### config.mk
export PLATFORM = sky130hd
export DESIGN_NAME = te_sync_discriminator
export DESIGN_NICKNAME = d
export VERILOG_FILES = /design/src/rtl/tesd_pkg.sv /design/src/rtl/tesd_cfg_check.sv /design/src/rtl/tesd_sync_meter.sv /design/src/rtl/tesd_line_trig.sv /design/src/rtl/te_sync_discriminator.sv
export SDC_FILE = /design/constraint.sdc
export NUM_CORES = 1
export LEC_CHECK = 0
export ABC_CLOCK_PERIOD_IN_PS = 5300
export BUFFER_PORTS_ARGS = -buffer_cell sky130_fd_sc_hd__buf_2
export CELL_PAD_IN_SITES_DETAIL_PLACEMENT = 0
export CELL_PAD_IN_SITES_GLOBAL_PLACEMENT = 2
export CORE_UTILIZATION = 35
export DETAILED_ROUTE_END_ITERATION = 8
export GPL_TIMING_DRIVEN = 0
export PLACE_DENSITY = 0.77
export SLEW_MARGIN = 40
export SYNTH_ARGS = -nofsm -noshare
export SYNTH_HDL_FRONTEND = slang
export SYNTH_SLANG_ARGS = --single-unit
### constraint.sdc
create_clock -name clk -period 5.3 [get_ports clk]
set_input_delay 0.265 -clock clk [delete_from_list [all_inputs] [get_ports clk]]
set_output_delay 0.265 -clock clk [all_outputs]
set_load 0.01 [all_outputs]
### src/rtl/tesd_pkg.sv
package tesd_pkg;
  typedef enum logic [1:0] {
    TRG_INTERNAL = 2'd0,
    TRG_ON_VSYNC = 2'd1,
    TRG_ON_LINE  = 2'd2,
    TRG_RESERVED = 2'd3
  } trg_mode_e;

  localparam int HS_MIN_TICKS      = 2;
  localparam int VS_MIN_TICKS_LINE = 2;
  localparam int VS_MIN_TICKS_VS   = 4;
endpackage

### src/rtl/tesd_cfg_check.sv
module tesd_cfg_check
  import tesd_pkg::*;
#(
  parameter int WW = 8,
  parameter int LW = 11
) (
  input  logic          clk,
  input  logic          rst_n,
  input  logic          load,
  input  logic [WW-1:0] hs_in,
  input  logic [WW-1:0] vs_in,
  input  logic          hs_high_in,
  input  logic          vs_high_in,
  input  logic [1:0]    mode_in,
  input  logic [LW-1:0] line_in,
  output logic [WW-1:0] hs_thr,
  output logic [WW-1:0] vs_thr,
  output logic          hs_high,
  output logic          vs_high,
  output trg_mode_e     mode,
  output logic [LW-1:0] line_tgt,
  output logic          err
);
  localparam logic [WW-1:0] HS_MIN = WW'(HS_MIN_TICKS);
  localparam logic [WW-1:0] VS_MIN_L = WW'(VS_MIN_TICKS_LINE);
  localparam logic [WW-1:0] VS_MIN_V = WW'(VS_MIN_TICKS_VS);

  logic          bad;
  logic [WW-1:0] vs_floor;
  logic [WW-1:0] hs_d, vs_d;
  logic          hsh_d, vsh_d, err_d;
  trg_mode_e     mode_d;
  logic [LW-1:0] line_d;

  // Legality of the values presented with a load strobe
  always_comb begin
    vs_floor = (mode_in == TRG_ON_VSYNC) ? VS_MIN_V : VS_MIN_L;
    if (mode_in == TRG_RESERVED) begin
      bad = 1'b1;
    end else if (mode_in == TRG_INTERNAL) begin
      bad = 1'b0;
    end else begin
      bad = (hs_in < HS_MIN) || (vs_in < vs_floor) || (hs_in == vs_in);
    end
  end

  always_comb begin
    hs_d   = hs_thr;
    vs_d   = vs_thr;
    hsh_d  = hs_high;
    vsh_d  = vs_high;
    mode_d = mode;
    line_d = line_tgt;
    err_d  = err;
    if (load) begin
      hs_d   = hs_in;
      vs_d   = vs_in;
      hsh_d  = hs_high_in;
      vsh_d  = vs_high_in;
      mode_d = trg_mode_e'(mode_in);
      line_d = line_in;
      err_d  = bad;
    end
  end

  always_ff @(posedge clk or negedge rst_n) begin
    if (!rst_n) begin
      hs_thr   <= HS_MIN;
      vs_thr   <= VS_MIN_V;
      hs_high  <= 1'b1;
      vs_high  <= 1'b1;
      mode     <= TRG_INTERNAL;
      line_tgt <= '0;
      err      <= 1'b0;
    end else begin
      hs_thr   <= hs_d;
      vs_thr   <= vs_d;
      hs_high  <= hsh_d;
      vs_high  <= vsh_d;
      mode     <= mode_d;
      line_tgt <= line_d;
      err      <= err_d;
    end
  end
endmodule

### src/rtl/tesd_sync_meter.sv
module tesd_sync_meter #(
  parameter int WW = 8
) (
  input  logic          clk,
  input  logic          rst_n,
  input  logic          te_in,
  input  logic [WW-1:0] hs_thr,
  input  logic [WW-1:0] vs_thr,
  input  logic          hs_high,
  input  logic          vs_high,
  output logic          hs_evt,
  output logic          vs_evt
);
  localparam int NCH = 2;   // channel 0: HSYNC level, channel 1: VSYNC level
  localparam logic [WW-1:0] SAT = {WW{1'b1}};

  logic                    s_meta, s_pin;
  logic [NCH-1:0]          lvl_act;
  logic [NCH-1:0]          run_end;
  logic [NCH-1:0][WW-1:0]  run_len;
  logic                    hs_hit, vs_hit;

  always_ff @(posedge clk or negedge rst_n) begin
    if (!rst_n) begin
      s_meta <= 1'b0;
      s_pin  <= 1'b0;
    end else begin
      s_meta <= te_in;
      s_pin  <= s_meta;
    end
  end

  assign lvl_act[0] = (s_pin == hs_high);
  assign lvl_act[1] = (s_pin == vs_high);

  // One saturating run-length counter per active level
  for (genvar g = 0; g < NCH; g++) begin : g_run
    logic [WW-1:0] cnt_q, cnt_d;
    always_comb begin
      if (!lvl_act[g])      cnt_d = '0;
      else if (cnt_q == SAT) cnt_d = cnt_q;
      else                  cnt_d = cnt_q + 1'b1;
    end
    always_ff @(posedge clk or negedge rst_n) begin
      if (!rst_n) cnt_q <= '0;
      else        cnt_q <= cnt_d;
    end
    assign run_len[g] = cnt_q;
    assign run_end[g] = !lvl_act[g] && (cnt_q != '0);
  end

  assign vs_hit = run_end[1] && (run_len[1] >= vs_thr);
  assign hs_hit = run_end[0] && (run_len[0] >= hs_thr) && (run_len[0] < vs_thr);

  always_ff @(posedge clk or negedge rst_n) begin
    if (!rst_n) begin
      hs_evt <= 1'b0;
      vs_evt <= 1'b0;
    end else begin
      hs_evt <= hs_hit;
      vs_evt <= vs_hit;
    end
  end
endmodule

### src/rtl/tesd_line_trig.sv
module tesd_line_trig
  import tesd_pkg::*;
#(
  parameter int LW = 11
) (
  input  logic          clk,
  input  logic          rst_n,
  input  logic          hs_evt,
  input  logic          vs_evt,
  input  trg_mode_e     mode,
  input  logic [LW-1:0] line_tgt,
  input  logic          err,
  input  logic          en,
  output logic          trig
);
  localparam logic [LW-1:0] LINE_MAX = {LW{1'b1}};

  logic [LW-1:0] line_q, line_d;
  logic          armed_q, armed_d;
  logic          done_q, done_d;
  logic          en_q;
  logic          ok, fire, line_hit;

  always_comb begin
    line_d = line_q;
    if (vs_evt)                           line_d = '0;
    else if (hs_evt && line_q != LINE_MAX) line_d = line_q + 1'b1;
  end

  assign ok       = en && !done_q && !err;
  assign line_hit = ({1'b0, line_q} + 1'b1) == {1'b0, line_tgt};

  always_comb begin
    case (mode)
      TRG_INTERNAL: fire = ok && !en_q;
      TRG_ON_VSYNC: fire = ok && vs_evt;
      TRG_ON_LINE:  fire = ok && ((vs_evt && line_tgt == '0) ||
                                  (!vs_evt && hs_evt && armed_q && line_hit));
      default:      fire = 1'b0;
    endcase
  end

  always_comb begin
    armed_d = armed_q;
    done_d  = done_q;
    if (!en) begin
      armed_d = 1'b0;
      done_d  = 1'b0;
    end else begin
      if (vs_evt) armed_d = 1'b1;
      if (fire)   done_d  = 1'b1;
    end
  end

  always_ff @(posedge clk or negedge rst_n) begin
    if (!rst_n) begin
      line_q  <= '0;
      armed_q <= 1'b0;
      done_q  <= 1'b0;
      en_q    <= 1'b0;
      trig    <= 1'b0;
    end else begin
      line_q  <= line_d;
      armed_q <= armed_d;
      done_q  <= done_d;
      en_q    <= en;
      trig    <= fire;
    end
  end
endmodule

### src/rtl/te_sync_discriminator.sv
module te_sync_discriminator
  import tesd_pkg::*;
#(
  parameter int WW = 8,
  parameter int LW = 11
) (
  input  logic          clk,
  input  logic          rst_n,
  input  logic          te_in,
  input  logic          cfg_load,
  input  logic [WW-1:0] cfg_hs_width,
  input  logic [WW-1:0] cfg_vs_width,
  input  logic          cfg_hs_act_high,
  input  logic          cfg_vs_act_high,
  input  logic [1:0]    cfg_mode,
  input  logic [LW-1:0] cfg_line,
  input  logic          xfer_en,
  output logic          trig,
  output logic          cfg_err,
  output logic          vsync_seen,
  output logic          hsync_seen
);
  logic [1:0]    rst_pipe;
  logic          rst_core_n;
  logic [WW-1:0] hs_thr, vs_thr;
  logic          hs_high, vs_high;
  trg_mode_e     mode_q;
  logic [LW-1:0] line_tgt;

  // Reset asserts at once and releases on a clock edge
  always_ff @(posedge clk or negedge rst_n) begin
    if (!rst_n) rst_pipe <= 2'b00;
    else        rst_pipe <= {rst_pipe[0], 1'b1};
  end
  assign rst_core_n = rst_pipe[1];

  tesd_cfg_check #(.WW(WW), .LW(LW)) u_cfg (
    .clk(clk), .rst_n(rst_core_n), .load(cfg_load),
    .hs_in(cfg_hs_width), .vs_in(cfg_vs_width),
    .hs_high_in(cfg_hs_act_high), .vs_high_in(cfg_vs_act_high),
    .mode_in(cfg_mode), .line_in(cfg_line),
    .hs_thr(hs_thr), .vs_thr(vs_thr), .hs_high(hs_high), .vs_high(vs_high),
    .mode(mode_q), .line_tgt(line_tgt), .err(cfg_err)
  );

  tesd_sync_meter #(.WW(WW)) u_meter (
    .clk(clk), .rst_n(rst_core_n), .te_in(te_in),
    .hs_thr(hs_thr), .vs_thr(vs_thr), .hs_high(hs_high), .vs_high(vs_high),
    .hs_evt(hsync_seen), .vs_evt(vsync_seen)
  );

  tesd_line_trig #(.LW(LW)) u_trig (
    .clk(clk), .rst_n(rst_core_n), .hs_evt(hsync_seen), .vs_evt(vsync_seen),
    .mode(mode_q), .line_tgt(line_tgt), .err(cfg_err), .en(xfer_en),
    .trig(trig)
  );
endmodule

# After elaboration in Yosys (flattened, before gate mapping)
# Index checks and enable logic that the tools add are counted.
[totals]
reg_bits = 69
input_bits = 36
out_inout_bits = 4
elab_cells = 87
[op_classes]
n_addsub = 4
n_lt_le_gt_ge = 5
n_eq_ne = 15
n_mux = 14
n_reduce_logical = 30
[op_table]
columns = ["operator", "count"]
rows = [
  ["$mux 8", 4],
  ["$mux 11", 2],
  ["$add 8x1->8 const B", 2],
  ["$eq 8x8->1 const B", 2],
  ["$ge 8x8->1", 2],
  ["$lt 8x8->1", 2],
  ["$reduce_bool 8->1", 2],
  ["$logic_and 1x1->1", 15],
  ["$add 11x1->12 const B", 1],
  ["$eq 12x11->1", 1],
  ["$add 11x1->11 const B", 1],
  ["$logic_not 11->1", 1],
  ["$ne 11x11->1 const B", 1],
  ["$eq 8x8->1", 1],
  ["$lt 8x2->1 const B", 1],
  ["$logic_not 1->1", 6],
  ["$mux 1", 6],
  ["$eq 2x1->1 const B", 2],
  ["$eq 2x2->1 const B", 2],
  ["$logic_not 2->1", 2],
  ["$ne 2x1->1 const B", 2],
  ["$ne 2x2->1 const B", 2],
  ["$logic_or 1x1->1", 3],
  ["$mux 3", 1],
  ["other kinds (3)", 4],
]

# Logic depth before layout (Yosys ltp)
[logic_depth]
depth_word = 9
ltp_mapped = 8
ltp_nobuf = 8

# By module
# From an unflattened synthesis, not the netlist that was laid out.
[unflattened]
hier_cells = 379
hier_area_um2 = 4097.7
[modules_own_cells]
columns = ["module", "instances", "cells_each", "area_per_inst_um2"]
rows = [
  ["tesd_sync_meter", 1, 165, 1532.7],
  ["tesd_cfg_check", 1, 89, 1376.3],
  ["tesd_line_trig", 1, 122, 1134.8],
  ["te_sync_discriminator", 1, 3, 53.8],
]

# Worst setup path after synthesis
# Ideal clock, no wire load.
[synth_path]
kind = "register to register"
startpoint = "register u_trig.line_q[0]"
endpoint = "register u_trig.done_q"
setup_ps = 82
arrival_ps = 1971
t_required_ps = 5218
slack_ps = 3247
stages_incl_launch_ff = 7
path_buffers = 0
synth_period_minus_slack_ps = 2053
path_cell_list = "dfrtp_1 ha_1 xor2_1 or4_4 a2111oi_4 o211ai_2 a31oi_1"
[synth_between]
elab_chain_cells = 7
[synth_rtl]
columns = ["element", "line_no", "rtl"]
rows = [
  ["start, declared", "tesd_line_trig.sv:18", "logic [LW-1:0] line_q, line_d;"],
  ["start signal, assigned", "tesd_line_trig.sv:63", "line_q <= line_d;"],
  ["$add 11x1->12", "tesd_line_trig.sv:31", "assign line_hit = ({1'b0, line_q} + 1'b1) == {1'b0, line_tgt};"],
  ["$eq 12x11->1", "tesd_line_trig.sv:31", ""],
  ["$logic_and 1x1->1", "tesd_line_trig.sv:38", "(!vs_evt && hs_evt && armed_q && line_hit));"],
  ["$logic_or 1x1->1", "tesd_line_trig.sv:37", "TRG_ON_LINE: fire = ok && ((vs_evt && line_tgt == '0) ||"],
  ["$logic_and 1x1->1", "tesd_line_trig.sv:37", ""],
  ["$pmux 1 s3", "tesd_line_trig.sv:34", "case (mode)"],
  ["$ne 2x1->1 (no line)", "-", ""],
  ["end signal, assigned", "tesd_line_trig.sv:65", "done_q <= done_d;"],
  ["end, declared", "tesd_line_trig.sv:20", "logic done_q, done_d;"],
]
# No other way between the ends.
# A chain may end at the register's enable or synchronous reset.

# Final worst setup path
[layout_path]
startpoint = "register u_cfg.mode[0]"
endpoint = "register u_trig.done_q"
[layout_between]
elab_chain_cells = 3
[layout_rtl]
columns = ["element", "line_no", "rtl"]
rows = [
  ["start, declared", "tesd_cfg_check.sv:20", "output trg_mode_e mode,"],
  ["start signal, assigned", "tesd_cfg_check.sv:80", "mode <= mode_d;"],
  ["$eq 2x2->1 (tied with other cells)", "tesd_line_trig.sv:34", ""],
  ["$pmux 1 s3 *", "tesd_line_trig.sv:34", ""],
  ["$ne 2x1->1 (no line) *", "-", ""],
]
# Every way passes the cells marked *; elsewhere a longest branch is shown, timed or not.

==> impl_metrics.json <==
{
  "cts_tree": "yes",
  "ctsHtreeMaxLevel": 3,
  "dieArea_mm2": 0.0117,
  "endpoint_kind": "flop",
  "ios": 40,
  "min_period_over_period_pct": 43.4,
  "max_freq_ghz": 0.434,
  "num_vias": 3028,
  "clockRootBuffer": "clkbuf_16",
  "min_period_ns": 2.30,
  "drtAntennaViolNets": 0,
  "cp_slowest_cell": "or4_4",
  "ir_worst_vdd_mv": 0.139,
  "worstHoldPathType": "primary input to flop",
  "cts_resized": 0,
  "relSlewSlack_pct": 52.2,
  "portBuffers": 38,
  "clockBufferDepth": 2,
  "wl_per_cell_um": 15.1,
  "synth_edf_count": 0,
  "grt_setup_unrepaired": "no",
  "cp_max_fo": 3,
  "outcome": "complete, no violations",
  "grt_overflow": 0,
  "netlist_area_mm2": 0.00395,
  "rows": 38,
  "crit_type": "flop to flop",
  "core_mm2": 0.0109,
  "numCtsBuffers": 9,
  "grt_max_degree": 42,
  "start_kind": "flop",
  "ys_seq_area_share_pct": 43.8,
  "synth_common_cells": "65 x dfrtp_1, 36 x nor2_1, 33 x o21ai_0, 32 x ha_1, 29 x inv_1",
  "yosysUniqueCellTypes": 50,
  "route.detailed.drc": 0,
  "drv_slew": 0,
  "clk_latency_ns": 0.33,
  "wl_mm": 9.04,
  "num_antenna_cells": 0,
  "cp_cell_sequence": "inv_1 > ha_1 > nand2_1 > nand4_1 > or4_4 > a2111oi_4 > o211ai_2 > a31oi_1",
  "grt_pass1_wl_mm": 15.3,
  "dr.pass1.iters": 4,
  "grtUsageTotal_pct": 17.4,
  "place_congestion": 0.796,
  "synth_seq_cells": 69,
  "drt-initial-drc-count": 161,
  "grt_pass1_vias": 3049,
  "path_buf_inv": 1,
  "cp_top_family": "simple AND/OR/NAND/NOR gates",
  "avgSynthCellArea_um2": 9.79,
  "syn-num-nets": 472,
  "synth_area_leaders": "dfrtp_1 41%, ha_1 10%, xnor2_1 5.1%",
  "yosys_warnings": 0,
  "async_reset_ff_share_pct": 100,
  "area_growth_pct": 18.9,
  "power_density_mw_per_mm2": 332,
  "cp.required_ns": 5.55,
  "synth_area_leader_cell": "dfrtp_1",
  "finalSetupTns_ns": 0,
  "worst_hold_slack_ns": 0.0440,
  "power.total_w": 0.00156,
  "leakagePower_nw": 2.13,
  "max_cap_viol_count": 0,
  "critPathArrivalTime_ns": 2.56,
  "final_hold_viol_count": 0,
  "synth-main-ff-cell": "dfrtp_1",
  "numClockSinks": 69,
  "skew_ns": 0.00515,
  "place_hpwl_mm": 6.76,
  "slowest_delay_ns": 0.59,
  "syn-instance-count": 404,
  "vias_per_cell": 5.05,
  "path_clk_slew_ns": 0.06,
  "die_x_um": 108,
  "finalSetupViolCount": 0,
  "antenna_found_initial": 0,
  "die_h_um": 108,
  "tightestPinTransition_ns": 0.718,
  "drive_gt1_share_pct": 18.9,
  "yosys.area.top_type_share_pct": 41.1,
  "start_util_pct": 36.2,
  "nets": 523,
  "yosysMostFrequentCell": "dfrtp_1"
}
==> sequential cells by signal (all words and copies together) (netlist names), 2 cells and up <==
name,cells
u_meter.g_run.cnt_q,16
u_cfg.hs_thr,8
u_cfg.mode,2
u_cfg.line_tgt,11
u_trig.line_q,11
rst_pipe,2
u_cfg.vs_thr,8
==> per-stage QoR <==
step	std cells	util, %	instance area, µm²	setup WS (ns)
after floorplan	404	-	3950	3.24
after global placement	582	39.5	4320	2.39
after detailed placement	583	39.7	4340	2.98
after CTS	600	43.0	4700	2.96
after global routing	600	43.0	4700	2.84
final	600	43.0	4700	3.00
==> worst register-to-register path, delay by kind of cell, from the launching register on <==
family                   cells  cell delay [ns]
AND/OR/NAND/NOR              3             0.84
AO/OA/AOI/OAI                3             0.65
flip-flops                   1             0.37
adder cells (fa/ha/maj)      1             0.30
buffers and inverters        1             0.07
==> timing repair <==
action / in CTS / in global routing
buffers inserted: 0 / 0
hold endpoints to repair: 2 / 0
hold buffers: 1 / 0
==> layout make-up <==
| cell class | count | area [µm²] |
|---|---|---|
| plain buffers | 12 | 52.6 |
| clock buffers | 11 | 243 |
| clock inverters | 5 | 106 |
| fillers | 1095 | 6230 |
| inverters | 29 | 109 |
| multi-input cells | 294 | 2060 |
| flip-flops and latches | 69 | 1740 |
| well taps | 140 | 175 |
| repair buffers | 40 | 220 |
==> final timing paths <==
path	startpoint	endpoint	slack (ns)	cells past startpoint
max reg2reg	u_cfg.mode[0]	u_trig.done_q	3.00	8
min in group asynchronous	rst_n	rst_pipe[1]	0.24	2
min	te_in	u_meter.s_meta	0.04	1
max in group asynchronous	rst_pipe[1]	u_cfg.vs_thr[2]	4.44	1
min reg2reg	rst_pipe[1]	u_meter.s_pin	0.25	0
max	u_cfg.mode[0]	u_trig.done_q	3.00	8
==> cell usage in the layout (no fill, tap or decap), types with 6 or more instances in the layout <==
cell type and instances:
a21o_1 6, a21oi_1 17, buf_2 44, clkbuf_16 9, dfrtp_1 64, ha_1 32
inv_1 29, mux2_2 14, nand2_1 28, nand2b_1 7, nand3_1 14, nand4_1 9
nor2_1 36, nor3_1 11, nor4_1 8, o21ai_0 33, xnor2_1 23, xor2_1 9
==> kinds of logic after synthesis <==
kind of cell	after synthesis	synth area share (%)
adder cells (fa/ha/maj)	33	10.4
other	1	0.0948
flip-flops	69	43.8
AO/OA/AOI/OAI	75	12.4
multiplexers	16	4.49
XOR/XNOR	32	7.09
AND/OR/NAND/NOR	137	17.7
buffers and inverters	41	4.08
==> where the power goes <==
part | total [W] | switching [W] | internal, W | leakage (nW)
Sequential | 0.000621 | 0.0000476 | 0.000574 | 0.875
Clock | 0.000707 | 0.000232 | 0.000474 | 0.166
Combinational | 0.000232 | 0.000122 | 0.000111 | 1.09
Total | 0.00156 | 0.000401 | 0.00116 | 2.13
==> per-layer routing <==
layer	GRT usage [%]	up-vias	wire, µm
li1	-	1524	-
met1	23.9	1461	4460
met2	27.6	33	4240
met3	2.53	10	196
met4	6.66	0	141
met5	0	-	0
No activity file was read; power rests on OpenSTA's default activity.
